<file path="config.mk">
export PLATFORM = sky130hd
export DESIGN_NAME = phy_mgmt_responder
export DESIGN_NICKNAME = d
export VERILOG_FILES = /design/src/rtl/phy_mgmt_pkg.sv /design/src/rtl/phy_reg_store.sv /design/src/rtl/phy_read_view.sv /design/src/rtl/phy_mgmt_responder.sv
export SDC_FILE = /design/constraint.sdc
export NUM_CORES = 1
export LEC_CHECK = 0
export BUFFER_PORTS_ARGS = -buffer_cell sky130_fd_sc_hd__buf_2
export CAP_MARGIN = 0
export CORE_MARGIN = 2
export CORE_UTILIZATION = 23
export CTS_CLUSTER_DIAMETER = 100
export CTS_CLUSTER_SIZE = 12
export DETAILED_ROUTE_END_ITERATION = 8
export PLACE_DENSITY = 0.47
export SETUP_SLACK_MARGIN = 0.2
export SLEW_MARGIN = 20
export SYNTH_ARGS = -nofsm -noshare
export SYNTH_HDL_FRONTEND = slang
export SYNTH_SLANG_ARGS = --single-unit
</file>
<file path="constraint.sdc">
create_clock -name clk -period 3.9 [get_ports clk]
set_input_delay 0.78 -clock clk [delete_from_list [all_inputs] [get_ports clk]]
set_output_delay 0.78 -clock clk [all_outputs]
set_load 0.01 [all_outputs]
</file>
<file path="src/rtl/phy_mgmt_pkg.sv">
package phy_mgmt_pkg;

    localparam int ADDR_W = 5;
    localparam int DATA_W = 16;
    localparam int NUM_REGS = 2 ** ADDR_W;

    localparam logic [ADDR_W-1:0] IDX_CTRL    = 5'd0;
    localparam logic [ADDR_W-1:0] IDX_STAT    = 5'd1;
    localparam logic [ADDR_W-1:0] IDX_ID_HI   = 5'd2;
    localparam logic [ADDR_W-1:0] IDX_ID_LO   = 5'd3;
    localparam logic [ADDR_W-1:0] IDX_ADV     = 5'd4;
    localparam logic [ADDR_W-1:0] IDX_PARTNER = 5'd5;
    localparam logic [ADDR_W-1:0] IDX_VENDOR  = 5'd17;
    localparam logic [ADDR_W-1:0] IDX_DIAG    = 5'd18;

    localparam logic [DATA_W-1:0] CTRL_SELFCLR_MASK = 16'h7FFF;
    localparam logic [DATA_W-1:0] NO_PHY_WORD      = 16'hFFFF;

    typedef struct packed {
        logic              write;
        logic [ADDR_W-1:0] phy;
        logic [ADDR_W-1:0] num;
        logic [DATA_W-1:0] wdata;
    } mgmt_req_t;

    function automatic logic [DATA_W-1:0] reset_word(input logic [ADDR_W-1:0] idx);
        case (idx)
            IDX_CTRL:  return 16'h3100;
            IDX_ID_HI: return 16'h0300;
            IDX_ID_LO: return 16'hE400;
            IDX_ADV:   return 16'h01E1;
            default:   return '0;
        endcase
    endfunction

    function automatic logic [DATA_W-1:0] stat_word(input logic link);
        return link ? 16'h782E : 16'h0000;
    endfunction

    function automatic logic [DATA_W-1:0] partner_word(input logic [DATA_W-1:0] adv);
        return 16'h4001 | (adv & 16'h01E0);
    endfunction

    function automatic logic [DATA_W-1:0] diag_word(input logic link,
                                                    input logic [DATA_W-1:0] adv);
        logic fast;
        logic full;
        fast = (adv & 16'h0180) != 16'h0000;
        full = (adv & 16'h0140) != 16'h0000;
        if (!link) return 16'h0000;
        return {4'b0, full, fast, 10'b0};
    endfunction

endpackage

</file>
<file path="src/rtl/phy_reg_store.sv">
module phy_reg_store
    import phy_mgmt_pkg::*;
(
    input  logic              clk,
    input  logic              rst,
    input  logic              wr_en,
    input  logic [ADDR_W-1:0] wr_num,
    input  logic [DATA_W-1:0] wr_data,
    input  logic [ADDR_W-1:0] rd_num,
    output logic [DATA_W-1:0] rd_data,
    output logic [DATA_W-1:0] adv_o
);

    logic [DATA_W-1:0] mem [NUM_REGS];

    for (genvar i = 0; i < NUM_REGS; i++) begin : g_reg
        if (i == 0) begin : g_ctrl
            // Control word: any write clears its top bit after the store.
            always_ff @(posedge clk) begin
                if (rst) begin
                    mem[i] <= reset_word(ADDR_W'(i));
                end else if (wr_en) begin
                    if (wr_num == ADDR_W'(i)) mem[i] <= wr_data & CTRL_SELFCLR_MASK;
                    else                      mem[i] <= mem[i] & CTRL_SELFCLR_MASK;
                end
            end
        end else begin : g_plain
            always_ff @(posedge clk) begin
                if (rst) begin
                    mem[i] <= reset_word(ADDR_W'(i));
                end else if (wr_en && wr_num == ADDR_W'(i)) begin
                    mem[i] <= wr_data;
                end
            end
        end
    end

    assign rd_data = mem[rd_num];
    assign adv_o   = mem[IDX_ADV];

endmodule

</file>
<file path="src/rtl/phy_read_view.sv">
module phy_read_view
    import phy_mgmt_pkg::*;
(
    input  logic              hit,
    input  logic              link,
    input  logic [ADDR_W-1:0] num,
    input  logic [DATA_W-1:0] stored,
    input  logic [DATA_W-1:0] adv,
    output logic [DATA_W-1:0] rdata
);

    always_comb begin
        if (!hit) begin
            rdata = NO_PHY_WORD;
        end else begin
            case (num)
                IDX_STAT:    rdata = stat_word(link);
                IDX_PARTNER: rdata = partner_word(adv);
                IDX_VENDOR:  rdata = 16'h8000;
                IDX_DIAG:    rdata = diag_word(link, adv);
                default:     rdata = stored;
            endcase
        end
    end

endmodule

</file>
<file path="src/rtl/phy_mgmt_responder.sv">
module phy_mgmt_responder
    import phy_mgmt_pkg::*;
#(
    parameter int PHY_ADDR = 7
) (
    input  logic              clk,
    input  logic              rst,
    input  logic              link_up_i,
    input  logic              req_valid_i,
    output logic              req_ready_o,
    input  logic              req_write_i,
    input  logic [ADDR_W-1:0] req_phy_i,
    input  logic [ADDR_W-1:0] req_reg_i,
    input  logic [DATA_W-1:0] req_wdata_i,
    output logic              rsp_valid_o,
    output logic [DATA_W-1:0] rsp_rdata_o
);

    localparam logic [ADDR_W-1:0] MY_ADDR = ADDR_W'(PHY_ADDR);

    mgmt_req_t         req;
    logic              ready_q;
    logic              fire;
    logic              hit;
    logic [DATA_W-1:0] stored;
    logic [DATA_W-1:0] adv;
    logic [DATA_W-1:0] view;

    assign req = '{write: req_write_i, phy: req_phy_i, num: req_reg_i, wdata: req_wdata_i};
    assign fire = req_valid_i && ready_q;
    assign hit  = req.phy == MY_ADDR;

    phy_reg_store u_store (
        .clk     (clk),
        .rst     (rst),
        .wr_en   (fire && req.write && hit),
        .wr_num  (req.num),
        .wr_data (req.wdata),
        .rd_num  (req.num),
        .rd_data (stored),
        .adv_o   (adv)
    );

    phy_read_view u_view (
        .hit    (hit),
        .link   (link_up_i),
        .num    (req.num),
        .stored (stored),
        .adv    (adv),
        .rdata  (view)
    );

    always_ff @(posedge clk) begin
        if (rst) begin
            ready_q     <= 1'b0;
            rsp_valid_o <= 1'b0;
            rsp_rdata_o <= '0;
        end else begin
            ready_q     <= 1'b1;
            rsp_valid_o <= fire && !req.write;
            if (fire && !req.write) rsp_rdata_o <= view;
        end
    end

    assign req_ready_o = ready_q;

endmodule

</file>
# Word-level counts from Yosys, hierarchy flattened
# Memories as Yosys holds them, arrays and structs flattened.
# Cells that the tools add are included.
# word_totals
memories	1
mem_bits_rw	512
inputBits	31
reg_bits	18
word_cells	257
# op_classes
eq_ne	33
n_mux	146
bitwise_logic	34
n_reduce_logical	40
# mem_list
name	depth	word_bits	read_ports	rd_ports_with_merged_regs	write_ports	line	source
u_store.mem	32	16	2	0	32	phy_reg_store.sv:14	logic [DATA_W-1:0] mem [NUM_REGS];
# op_table
op	count
16-bit 2-to-1 mux	35
1-bit 2-to-1 mux	108
5-bit equality test (second input constant)	16
16-bit one-hot mux with 4 select lines	1
5-bit by 4-bit equality test with 1-bit output (second input constant)	8
1-bit logical AND	35
1-bit bitwise OR	34
16-bit nonzero test	2
15-bit 2-to-1 mux	2
5-bit by 3-bit equality test with 1-bit output (second input constant)	5
5-bit by 2-bit equality test with 1-bit output (second input constant)	2
5-bit by 1-bit equality test with 1-bit output (second input constant)	1
5-bit logical NOT	1
2-bit AND reduction	1
1-bit logical NOT	1
0-bit != test	1

# Depth between registers and ports, before layout
# depth
word_depth	8
depth_mapped	8
mapped_depth_nobuf	4

# Hierarchy
# Synthesis repeated with hierarchy kept, for this count alone.
# hier_totals
cells_unflattened	1874
area_unflattened_um2	25054.0
# by_module_without_submodules
mod	cells_per_inst	seq_area_each_um2	area_per_inst_um2	n_inst
phy_reg_store	1761	15344.7	23944.2	1
phy_mgmt_responder	79	360.3	815.8	1
phy_read_view	34	0.0	294.0	1

# Worst setup path before layout
# OpenSTA, ideal clock, no wires.
# synth_path
kind	input port to flip-flop
from	in req_reg_i[1]
to	mem u_store.mem[13][0], enable pin
slack_ns	0.112
arrival_ns	3.352
path_buffers	3
path_stages	6
path_cell_list	buf_2 buf_6 buf_6 nor2b_1 nand2_1 o41ai_1
# synth_lines
item	line	source
start: declaration	phy_mgmt_responder.sv:13	input logic [ADDR_W-1:0] req_reg_i,
end: declaration	phy_reg_store.sv:14	

==> impl_metrics.tcl <==
set metrics [dict create \
    ys_ff_latch 529 \
    worstPathArrival_ps 2990 \
    final.min_clock_period_ps 2720 \
    drive_gt1_share_pct 21.3 \
    worstPathRequired_ps 4170 \
    relSlewSlack_pct 27.8 \
    synthArstFlopShare_pct 0 \
    synth_flop_cell "edfxtp_1" \
    n_fill_cell 10745 \
    setup_tns_ps 0 \
    clockRootBuffer "clkbuf_16" \
    route.vias.total 14392 \
    cts_hold_buffers 0 \
    drc 15 \
    synth_top_area_cell "edfxtp_1" \
    finalHoldViolCount 0 \
    via_per_inst 4.60 \
    finalWeightedCongestion 0.871 \
    final.setup_skew_ps 39.5 \
    grt_pass1_wl_um 110000 \
    ys_top_cells_by_count "edfxtp_1, and2_1, clkbuf_1" \
    crit_fanout 27 \
    setup_ws_ps 1180 \
    drt_iter0_drc 1516 \
    report.final.slew_viol_count 0 \
    hold_path.class "in -> reg" \
    clockBufferDepth 3 \
    wl_per_cell_um 24.9 \
    cts_resized 0 \
    syn_to_final_growth_pct 16.0 \
    cts_setup_buffers 0 \
    utilization_pct 26.9 \
    cts.clk_slew.worst_paths_ps 70 \
    drv_cap 0 \
    fin_nets 1722 \
    crit_path_start_kind "primary input" \
    netlist_top_cells_area "edfxtp_1, and2_1, mux4_2" \
    p_leak_nw 10.3 \
    setup_viol 0 \
    status "complete, but fails checks" \
    num_io_pins 49 \
    htree_levels 2 \
    criticalPathCategory "in -> reg" \
    cts_sinks 529 \
    syn-instance-count 1642 \
    synth_edf_count 511 \
    synth_most_common_cell "edfxtp_1" \
    powerDensity_nw_per_um2 423 \
    grt_usage_pct 14.2 \
    violations "design-rule violations" \
    wl_um 77800 \
    grt_max_degree 52 \
    synth_top_area_share_pct 62.7 \
    layoutNonFillerInstCount 3131 \
    rsz0062_at_grt "no" \
    hpwlAfterDp_um 49900 \
    place_ws_ps 625 \
    die_area_um2 109000 \
    placementRows 119 \
    tightestPinTransition_ps 1080 \
    dp_cells 3030 \
    core_um2 105000 \
    numCtsBuffers 50 \
    synthesis.nets 1673 \
    grt_pass1_vias 14199 \
    whs_path_depth 2 \
    irDropWorstVdd_v 0.000292 \
    die_x_um 330 \
    dr.pass1.iters 8 \
    die_y_um 330 \
    period_share_pct 69.6 \
    yosysSeqAreaShare_pct 64.2 \
    synth_warnings 0 \
    clock_latency_ps 620 \
    hold_ws_ps 556 \
    netlist_area_um2 24500 \
    fmax_ghz 0.368 \
    worstSetupEndpointType "flip-flop" \
    antenna_found_initial 13 \
    cts_tree "yes" \
    grt-ovfl-total 0 \
    rr_worst_depth 4 \
    synth_cell_types 53 \
    io_buffers 48 \
    avgSynthCellArea_um2 14.9 \
    antenna_left 0 \
    initial_utilization_pct 23.2 \
]
==> metal layers <==
metal	vias up	track usage [%]	share of wire (%)
li1	6270	-	-
met1	7552	20.5	45
met2	489	22.1	46
met3	77	2.44	7.0
met4	4	3.54	2.2
met5	-	0	0.035
==> area by class of cell <==
cell class	instances	area, um2	area share [%]
Sequential cell	529	15700	55.4
Multi-Input combinational cell	952	8330	29.4
Tap cell	1391	1740	6.13
Clock buffer	91	1430	5.03
Timing Repair Buffer	152	1110	3.91
Inverter	6	22.5	0.0794
Clock inverter	2	20.0	0.0706
Antenna cell	8	20.0	0.0706
==> registers in the layout (all words and copies together), names as in the netlist <==
signal       flops
req_ready_o      1
rsp_rdata_o     16
rsp_valid_o      1
u_store.mem    511
==> cell usage in the layout (no fill, tap or decap), types with 4 or more instances in the layout <==
cell type  instances
or3_1             16
inv_1              4
buf_12             6
mux2_2            32
o41ai_2            7
diode_2            8
o221ai_1          30
o41ai_1            6
o32ai_1            6
mux4_2            95
nand2_1           24
o31ai_2           13
and2_1           500
a211o_1            6
and3_1             4
dfxtp_1           18
buf_4             99
edfxtp_1         511
nand3_1            8
clkbuf_16         51
buf_2             46
clkbuf_1          40
mux2i_1           61
nor2b_1            4
o211ai_1           7
nor2_1            49
o41ai_4            6
a221oi_1          28
==> worst max-delay path, cell delays in order <==
cell     delay [ps]
buf_2           280
buf_12          270
nor2b_1         590
nand2_1         400
o41ai_4         300
buf_4           310
==> metrics by stage <==
| step | area, um2 | total power, W |
|---|---|---|
| 2_1_floorplan | 24500 | 0.00704 |
| 3_3_place_gp | 26900 | 0.00751 |
| 3_5_place_dp | 26900 | 0.00752 |
| 4_1_cts | 28300 | 0.0121 |
| 5_1_grt | 28400 | 0.0124 |
| 6_report | 28400 | 0.0120 |
==> cell families after synthesis <==
logic type / synth area share [%]
buf+inv: 2.89
xor+xnor: 0.0358
compound gates: 4.76
simple gates: 15.4
flops: 64.2
mux: 12.7
==> report_power, final <==
part / internal [W] / total (W) / switching (W)
registers: 0.00636 / 0.00645 / 0.0000909
clock network: 0.00246 / 0.00461 / 0.00215
logic: 0.000312 / 0.000944 / 0.000632
==> path summary, 6_finish.rpt <==
kind | endpoint | from | slack, ps
worst max register to register | u_store.mem[2][1] | req_ready_o | 1530
worst min-delay path | req_ready_o | rst | 560
worst min register to register | rsp_rdata_o[2] | rsp_rdata_o[2] | 670
worst max-delay path | u_store.mem[10][4] | req_reg_i[2] | 1180
(Power assumes the default switching activity.)
